$ cat config.mk
export PLATFORM = sky130hd
export DESIGN_NAME = sprite_page_copier
export DESIGN_NICKNAME = d
export VERILOG_FILES = /design/src/rtl/sce_pkg.sv /design/src/rtl/sce_bus_class.sv /design/src/rtl/sce_src_fold.sv /design/src/rtl/sce_sequencer.sv /design/src/rtl/sprite_page_copier.sv
export SDC_FILE = /design/constraint.sdc
export NUM_CORES = 1
export LEC_CHECK = 0
export BUFFER_PORTS_ARGS = -buffer_cell sky130_fd_sc_hd__buf_2
export CAP_MARGIN = 25
export CORE_ASPECT_RATIO = 1.75
export CORE_MARGIN = 2
export CORE_UTILIZATION = 29
export DETAILED_ROUTE_END_ITERATION = 12
export REMOVE_ABC_BUFFERS = 1
export SYNTH_ARGS = -nofsm -noshare
export SYNTH_HDL_FRONTEND = slang
export SYNTH_HIERARCHICAL = 1
export SYNTH_SLANG_ARGS = --single-unit
$ cat constraint.sdc
create_clock -name clk -period 2.7 [get_ports clk]
set_input_delay 0.135 -clock clk [delete_from_list [all_inputs] [get_ports clk]]
set_output_delay 0.135 -clock clk [all_outputs]
set_load 0.02 [all_outputs]
$ cat src/rtl/sce_pkg.sv
package sce_pkg;
   typedef enum logic [1:0] {
      CLS_EXT  = 2'd0,
      CLS_VRAM = 2'd1,
      CLS_WRAM = 2'd2
   } bus_cls_e;
endpackage

$ cat src/rtl/sce_bus_class.sv
module sce_bus_class #(
   parameter int unsigned       ADDR_W  = 16,
   parameter logic [ADDR_W-1:0] VRAM_LO = 16'h8000,
   parameter logic [ADDR_W-1:0] VRAM_HI = 16'h9FFF,
   parameter logic [ADDR_W-1:0] WRAM_LO = 16'hC000,
   parameter logic [ADDR_W-1:0] WRAM_HI = 16'hFDFF
) (
   input  logic [ADDR_W-1:0] addr,
   output sce_pkg::bus_cls_e cls
);
   if (VRAM_LO > VRAM_HI || WRAM_LO > WRAM_HI) begin : g_bad_range
      $error("sce_bus_class: empty address window");
   end

   always_comb begin
      if (addr >= VRAM_LO && addr <= VRAM_HI)
         cls = sce_pkg::CLS_VRAM;
      else if (addr >= WRAM_LO && addr <= WRAM_HI)
         cls = sce_pkg::CLS_WRAM;
      else
         cls = sce_pkg::CLS_EXT;
   end
endmodule

$ cat src/rtl/sce_src_fold.sv
module sce_src_fold #(
   parameter int unsigned       ADDR_W    = 16,
   parameter bit                FOLD_EN   = 1'b1,
   parameter logic [ADDR_W-1:0] FOLD_BASE = 16'hE000,
   parameter int unsigned       FOLD_BIT  = 13
) (
   input  logic [ADDR_W-1:0] in_addr,
   output logic [ADDR_W-1:0] out_addr
);
   if (FOLD_BIT >= ADDR_W) begin : g_bad_bit
      $error("sce_src_fold: FOLD_BIT outside address");
   end

   if (FOLD_EN) begin : g_fold
      always_comb begin
         out_addr = in_addr;
         if (in_addr >= FOLD_BASE)
            out_addr[FOLD_BIT] = 1'b0;
      end
   end else begin : g_pass
      assign out_addr = in_addr;
   end
endmodule

$ cat src/rtl/sce_sequencer.sv
module sce_sequencer #(
   parameter int unsigned ADDR_W      = 16,
   parameter int unsigned PAGE_W      = 8,
   parameter int unsigned XFER_LEN    = 160,
   parameter int unsigned START_DELAY = 7,
   parameter int unsigned BYTE_PERIOD = 4,
   parameter int unsigned ATTR_AW     = 8
) (
   input  logic               clk,
   input  logic               rst_n,
   input  logic               start,
   input  logic [PAGE_W-1:0]  page,
   input  logic               tick,
   output logic               busy,
   output logic               in_delay,
   output logic               restarting,
   output logic               move,
   output logic [ADDR_W-1:0]  src_ptr,
   output logic [ATTR_AW-1:0] dst_ptr
);
   localparam int unsigned SHIFT  = ADDR_W - PAGE_W;
   localparam int unsigned CNT_W  = $clog2(XFER_LEN + 1);
   localparam int unsigned WMAX   = (START_DELAY > BYTE_PERIOD) ? START_DELAY : BYTE_PERIOD;
   localparam int unsigned WAIT_W = $clog2(WMAX + 1);
   localparam logic [CNT_W-1:0]  LEN_C    = CNT_W'(XFER_LEN);
   localparam logic [WAIT_W-1:0] DLY_INIT = WAIT_W'(START_DELAY);
   localparam logic [WAIT_W-1:0] RELOAD   = WAIT_W'(BYTE_PERIOD - 1);

   logic [CNT_W-1:0]  left_q;
   logic [WAIT_W-1:0] wait_q;

   assign busy = (left_q != '0);
   assign move = busy && tick && (wait_q == '0) && !start;

   always_ff @(posedge clk) begin
      if (!rst_n) begin
         left_q     <= '0;
         wait_q     <= '0;
         src_ptr    <= '0;
         dst_ptr    <= '0;
         in_delay   <= 1'b0;
         restarting <= 1'b0;
      end else if (start) begin
         restarting <= busy;
         left_q     <= LEN_C;
         wait_q     <= DLY_INIT;
         src_ptr    <= {page, {SHIFT{1'b0}}};
         dst_ptr    <= '0;
         in_delay   <= 1'b1;
      end else if (busy && tick) begin
         if (wait_q != '0) begin
            wait_q <= wait_q - 1'b1;
         end else begin
            left_q   <= left_q - 1'b1;
            src_ptr  <= src_ptr + 1'b1;
            dst_ptr  <= dst_ptr + 1'b1;
            wait_q   <= RELOAD;
            in_delay <= 1'b0;
            if (left_q == CNT_W'(1))
               restarting <= 1'b0;
         end
      end
   end


   move_gap_chk: assert property (@(posedge clk) disable iff (!rst_n)
      move |=> !move);


   restart_reload_chk: assert property (@(posedge clk) disable iff (!rst_n)
      start |=> (dst_ptr == '0) && busy && in_delay);
endmodule

$ cat src/rtl/sprite_page_copier.sv
module sprite_page_copier #(
   parameter int unsigned       ADDR_W      = 16,
   parameter int unsigned       DATA_W      = 8,
   parameter int unsigned       XFER_LEN    = 160,
   parameter int unsigned       START_DELAY = 7,
   parameter int unsigned       BYTE_PERIOD = 4,
   parameter bit                FOLD_EN     = 1'b1,
   parameter logic [ADDR_W-1:0] FOLD_BASE   = 16'hE000,
   parameter int unsigned       FOLD_BIT    = 13,
   parameter logic [ADDR_W-1:0] HIGH_LIMIT  = 16'hFE00,
   parameter logic [DATA_W-1:0] RST_COLOR   = 8'h00,
   parameter logic [DATA_W-1:0] RST_MONO    = 8'hFF,
   parameter int unsigned       ATTR_AW     = $clog2(XFER_LEN)
) (
   input  logic               clk,
   input  logic               rst_n,
   input  logic               color_mode,
   input  logic               tick,
   input  logic               reg_wr,
   input  logic [DATA_W-1:0]  reg_wdata,
   output logic [DATA_W-1:0]  reg_rdata,
   input  logic [ADDR_W-1:0]  cpu_addr,
   output logic               cpu_block,
   output logic               src_rd_en,
   output logic [ADDR_W-1:0]  src_addr,
   input  logic [DATA_W-1:0]  src_rd_data,
   output logic               attr_we,
   output logic [ATTR_AW-1:0] attr_addr,
   output logic [DATA_W-1:0]  attr_wdata
);
   localparam logic [ATTR_AW-1:0] LAST_OFS = ATTR_AW'(XFER_LEN - 1);

   if (ADDR_W <= DATA_W) begin : g_bad_width
      $error("sprite_page_copier: address must be wider than a page number");
   end
   if (BYTE_PERIOD < 2 || START_DELAY < 1) begin : g_bad_timing
      $error("sprite_page_copier: pacing too short");
   end
   if (XFER_LEN < 2 || XFER_LEN > (1 << ATTR_AW)) begin : g_bad_len
      $error("sprite_page_copier: transfer length does not fit offset");
   end

   logic [DATA_W-1:0] page_q;
   logic              busy, in_delay, restarting, move;
   logic [ADDR_W-1:0] src_ptr;
   sce_pkg::bus_cls_e cls_cpu, cls_src;

   always_ff @(posedge clk) begin
      if (!rst_n)
         page_q <= color_mode ? RST_COLOR : RST_MONO;
      else if (reg_wr)
         page_q <= reg_wdata;
   end
   assign reg_rdata = page_q;

   sce_sequencer #(
      .ADDR_W(ADDR_W), .PAGE_W(DATA_W), .XFER_LEN(XFER_LEN),
      .START_DELAY(START_DELAY), .BYTE_PERIOD(BYTE_PERIOD), .ATTR_AW(ATTR_AW)
   ) u_seq (
      .clk(clk), .rst_n(rst_n), .start(reg_wr), .page(reg_wdata), .tick(tick),
      .busy(busy), .in_delay(in_delay), .restarting(restarting), .move(move),
      .src_ptr(src_ptr), .dst_ptr(attr_addr)
   );

   sce_src_fold #(
      .ADDR_W(ADDR_W), .FOLD_EN(FOLD_EN), .FOLD_BASE(FOLD_BASE), .FOLD_BIT(FOLD_BIT)
   ) u_fold (
      .in_addr(src_ptr), .out_addr(src_addr)
   );

   sce_bus_class #(.ADDR_W(ADDR_W)) u_cls_cpu (.addr(cpu_addr), .cls(cls_cpu));
   sce_bus_class #(.ADDR_W(ADDR_W)) u_cls_src (.addr(src_ptr),  .cls(cls_src));

   assign src_rd_en  = move;
   assign attr_we    = move;
   assign attr_wdata = src_rd_data;

   assign cpu_block = busy && (!in_delay || restarting) &&
                      (cpu_addr < HIGH_LIMIT) && (cls_cpu == cls_src);


   readback_chk: assert property (@(posedge clk) disable iff (!rst_n)
      reg_wr |=> reg_rdata == $past(reg_wdata));


   fold_chk: assert property (@(posedge clk) disable iff (!rst_n)
      (src_rd_en && FOLD_EN) |-> src_addr < FOLD_BASE);


   high_limit_chk: assert property (@(posedge clk) disable iff (!rst_n)
      cpu_block |-> cpu_addr < HIGH_LIMIT);


   done_chk: assert property (@(posedge clk) disable iff (!rst_n)
      (attr_we && attr_addr == LAST_OFS) |=> !cpu_block && !attr_we);
endmodule

### After elaboration in Yosys (flattened, before gate mapping)

Index checks and enable logic that the tools add are counted.

| storage, ports and cells | value |
|---|---|
| register bits | 45 |
| input bits | 37 |
| output and inout port bits | 43 |
| word-level logic and storage cells | 75 |

| cells by class | value |
|---|---|
| add/subtract/negate cells | 4 |
| $lt $le $gt $ge | 10 |
| equality and inequality tests | 4 |
| mux-type cells | 24 |
| bitwise logic cells | 2 |
| reduce and logical (&&, ||, !) cells | 22 |

Operators by type and width:

| operator | count |
|---|---|
| greater-or-equal comparator 16 bit, second input constant | 5 |
| <= comparator 16 bit, second input constant | 4 |
| 2-to-1 mux 16 bit | 3 |
| 2-to-1 mux 8 bit | 6 |
| adder 16 x 1 -> 16 bit, second input constant | 1 |
| less-than comparator 16 bit, second input constant | 1 |
| logical AND 1 bit | 10 |
| 2-to-1 mux 3 bit | 3 |
| adder 8 x 1 -> 8 bit, second input constant | 1 |
| equality test 8 x 1 -> 1 bit, second input constant | 1 |
| 2-to-1 mux 1 bit | 8 |
| 2-to-1 mux 2 bit | 4 |
| nonzero test 8 bit | 1 |
| subtractor 8 x 1 -> 8 bit, second input constant | 1 |
| AND reduction 2 bit | 2 |
| nonzero test 2 bit | 2 |
| logical NOT 3 bit | 1 |
| AND reduction 3 bit | 1 |
| nonzero test 3 bit | 1 |
| subtractor 3 x 1 -> 3 bit, second input constant | 1 |
| equality test 2 bit | 1 |
| logical NOT 1 bit | 2 |
| inequality test 2 x 1 -> 1 bit, second input constant | 1 |
| inequality test 2 bit, second input constant | 1 |
| 3 further kinds | 4 |

### Depth between registers and ports, before layout

| logic depth | value |
|---|---|
| depth in word-level cells | 6 |
| gate-level depth with buffers | 8 |
| mapped depth without buffers | 7 |

### Cells and area by module

The synthesis kept the hierarchy.

Modules (own cells, without submodules):

| module | times used | cells an instance | area an instance (sq um) | sequential area each (sq um) |
|---|---|---|---|---|
| sce_sequencer | 1 | 224 | 1953.1 | 740.7 |
| sprite_page_copier | 1 | 45 | 462.9 | 240.2 |
| sce_src_fold | 1 | 16 | 123.9 | 0.0 |
| sce_bus_class | 2 | 4 | 23.8 | 0.0 |

### Worst setup path before layout

OpenSTA, ideal clock, no wires.

| timing | value |
|---|---|
| path type | flip-flop to output port |
| from | register u_seq.left_q[0] |
| to | output port cpu_block |
| data arrival time | 2.036 ns |
| required time | 2.565 ns |
| setup slack | 0.529 ns |
| cell stages (with the launch flop) | 9 |
| path buffers | 1 |
| path through | dfxtp_1 inv_1 ha_1 or3b_2 buf_2 nor2_1 inv_1 o21ai_0 nor4_1 |

| on the way | value |
|---|---|
| cells in the longest elaborated chain, start to end | 4 |

Ends and longest elaborated chain:

| what | line | text |
|---|---|---|
| start: declaration | sce_sequencer.sv:29 | `logic [CNT_W-1:0] left_q;` |
| start signal: assignment | sce_sequencer.sv:54 | `left_q <= left_q - 1'b1;` |
| nonzero test 8 bit | sce_sequencer.sv:32 | `assign busy = (left_q != '0);` |
| via busy | sprite_page_copier.sv:44 | `logic busy, in_delay, restarting, move;` |
| logical AND 1 bit (2 in series) | sprite_page_copier.sv:78 | `assign cpu_block = busy && (!in_delay \|\| restarting) &&` |
| logical AND 1 bit | sprite_page_copier.sv:79 | `(cpu_addr < HIGH_LIMIT) && (cls_cpu == cls_src);` |
| end: declaration | sprite_page_copier.sv:23 | `output logic cpu_block,` |

The timed path passes the listed nets, and every way through them passes these cells.

### Worst setup path in the final report

Ends and elaborated chain as after synthesis.

==> impl_metrics.toml <==
[run_status]
status = "complete, no violations"

[sta]
finalMaxSlewViolations = 0
maxSlewHeadroom = 0.566
setup_violations = 0
fin_ws_ns = 0.276
tns_ns = 0
post-route-period-util = 0.898
finalHoldViolations = 0
fmax_mhz = 413
timing.final.crit_period_ns = 2.42
rsz0062_at_grt = "false"
clock_skew_ns = 0.00559
tightestPinTransition_ns = 0.645

[drt]
drc = 0
drt-total-wl_um = 6300
wl_per_cell_um = 14.4
dr.pass1.iters = 4
num_vias = 2198
drtAntennaViolNets = 0
drt_iter0_drc = 127
viasPerCell = 5.03

[floorplanning]
die_h_um = 129
coreArea_sq_um = 8670
die_w_um = 75.4
initial_core_util = 0.298
die_area_sq_um = 9720
placementRows = 45
ios = 80

[flow_run]
drv_cap = 0

[logic_synthesis]
syn_area_sq_um = 2590
synth_ff_type = "dfxtp_1"
yosysTopAreaCell = "dfxtp_1"
synth-seq-cells = 45
yosysMostFrequentCell = "dfxtp_1"
synth_cells = 293
synth_top_area_frac = 0.286
synthArstFlopShare = 0
syn_area_per_cell_sq_um = 8.83
synth_edf_count = 8
synth_common_cells = "dfxtp_1 (37), buf_4 (27), a21oi_1 (20), inv_1 (19), nor2_1 (17)"
synth.distinct_cells = 44
synth.top_cells.by_area = "dfxtp_1 (29%), edfxtp_1 (9.3%), buf_4 (7.8%)"
yosysWarnings = 6
yosysSeqAreaShare = 0.379

[finish]
nets = 364
area_growth_syn_to_layout_pct = 12.0
final_cells = 437
drive_above_1_share = 0.222
antennaDiodeCount = 0

[setup_path]
worstPathRequired_ns = 2.57
crit_path_top_delay_cell = "dfxtp_1"
reg2reg_slack_ns = 0.46
cpPeakStageDelay_ns = 0.46
crit_chain = "inv_1 > ha_1 > or3b_2 > nor2_1 > inv_1 > o21ai_0 > nor4_1 > buf_2"
arrival_ns = 2.29
critPathLaunchType = "flop"
path_delay_family = "simple AND/OR/NAND/NOR gates"
rr_worst_depth = 7
crit_top_cell = "inv_1"
crit_type = "reg -> out"
critPathMaxFanout = 12
endpoint_kind = "output port"
timing.rr.end = "u_seq/src_ptr[8]"
crit_buf_inv = 3
r2r_start = "u_seq/wait_q[0]"

[clock_tree]
tritoncts = "built"
clk_pin_slew_worst_paths_ns = 0.06
clkSinkCount = 45
post_cts_buffers = 0
cts_buffer_depth = 2
cts_hold_buf = 0
cts_buffers = 5
post_cts_resized = 0
clk_latency_ns = 0.28
cts_max_level = 2
cts_root_buf = "clkbuf_16"

[grt]
grt_pass1_wl_um = 9680
grt_pass1_vias = 2035
antenna_found_initial = 0
overflow = 0
grt_use_total = 0.128
grt_max_degree = 24

[min_path]
hold_path_startpoint = "reg_wdata[1]"
holdCritPathClass = "in -> reg"
min_to = "u_seq/src_ptr[9]"
whs_path_depth = 3

[placed_design]
pre_cts_slack_ns = 0.464
io_buffers = 54
place_congestion = 0.799
dpl.cell_count = 429
place_hpwl_um = 4610

[pwr]
pwr_density_cell_nw_per_um2 = 545
p_leak_nw = 1.15
vdd_drop_max_mv = 0.279
[kinds of logic (layout without fill, tap and decap cells)]
| family | count (synthesis) | count (layout) | synth area share |
|---|---|---|---|
| AOI/OAI and AO/OA | 73 | 73 | 0.188 |
| xor gates and xnor gates | 14 | 14 | 0.0474 |
| adders and majority gates | 8 | 8 | 0.0387 |
| buffers and inverters | 56 | 83 | 0.130 |
| DFF | 45 | 45 | 0.379 |
| muxes | 1 | 1 | 0.00387 |
| and+or+nand+nor | 96 | 96 | 0.214 |
[registers in the layout (all words and copies together), names as in the netlist]
signal	count
u_seq/left_q	8
reg_rdata	8
u_seq/dst_ptr	8
u_seq/in_delay	1
u_seq/wait_q	3
u_seq/src_ptr	16
u_seq/restarting	1
[layer usage]
metal / track usage / part of all wire
met1: 0.135 / 0.39
met2: 0.225 / 0.52
met3: 0.0431 / 0.070
met4: 0.0464 / 0.018
met5: 0.0167 / 0
[worst reg2reg max path, cell delays in order (launching register included)]
cell and delay, ns:
dfxtp_1 0.32, inv_1 0.06, ha_1 0.17, ha_1 0.17
and2_1 0.44, nand2_1 0.30, or4_1 0.56, a31oi_1 0.16
[cell type report]
cell class / count / area [sq um]
well taps: 117 / 146
inverters: 19 / 71.3
repair buffers: 56 / 285
clock buffers: 6 / 129
fillers: 966 / 5770
flip-flops and latches: 45 / 981
multi-input cells: 192 / 1270
clock inverters: 2 / 13.8
[metrics by stage]
step	instance area (sq um)	hold slack (ns)	util	power, mW
finish	2900	0.145	0.334	1.58
global route	2900	0.141	0.334	1.65
CTS	2900	0.142	0.334	1.60
detailed placement	2760	0.270	0.318	0.996
global placement	2760	0.270	0.318	0.992
floorplan	2320	0.252	-	0.904
[cells in the final DEF (no fill, tap or decap), types with 2 or more instances in the layout]
cell type	count
buf_2	54
dfxtp_1	37
a21oi_1	20
inv_1	19
nor2_1	17
nand2_1	16
o21ai_0	13
or4_1	13
xor2_1	11
nand3_1	10
a31oi_1	10
o31ai_1	10
nand4_1	8
edfxtp_1	8
o211ai_1	8
ha_1	8
clkbuf_16	5
and4_1	5
or3_1	5
and2_1	4
nor3b_1	3
and3_1	3
xnor2_1	3
nor4_1	2
nand2b_1	2
a21boi_2	2
o21ai_4	2
a21boi_0	2
nor3_1	2
buf_4	2
[worst max path at each step]
stage / start / endpoint / slack, ns / cells past startpoint
after floorplan: u_seq/left_q[0] / cpu_block / 0.60 / 7
after global placement: u_seq/wait_q[0] / u_seq/src_ptr[12] / 0.54 / 7
after detailed placement: u_seq/wait_q[0] / u_seq/src_ptr[10] / 0.46 / 7
after CTS: u_seq/left_q[0] / attr_we / 0.28 / 6
after global routing: u_seq/left_q[0] / cpu_block / 0.14 / 8
final: u_seq/left_q[0] / cpu_block / 0.28 / 8
[power by group]
part	internal (mW)	switching (mW)	total, mW	leakage (nW)
logic	0.0814	0.150	0.232	0.698
clock network	0.344	0.255	0.599	0.0674
registers	0.720	0.0278	0.748	0.383
Power figures use the tool's default switching activity.
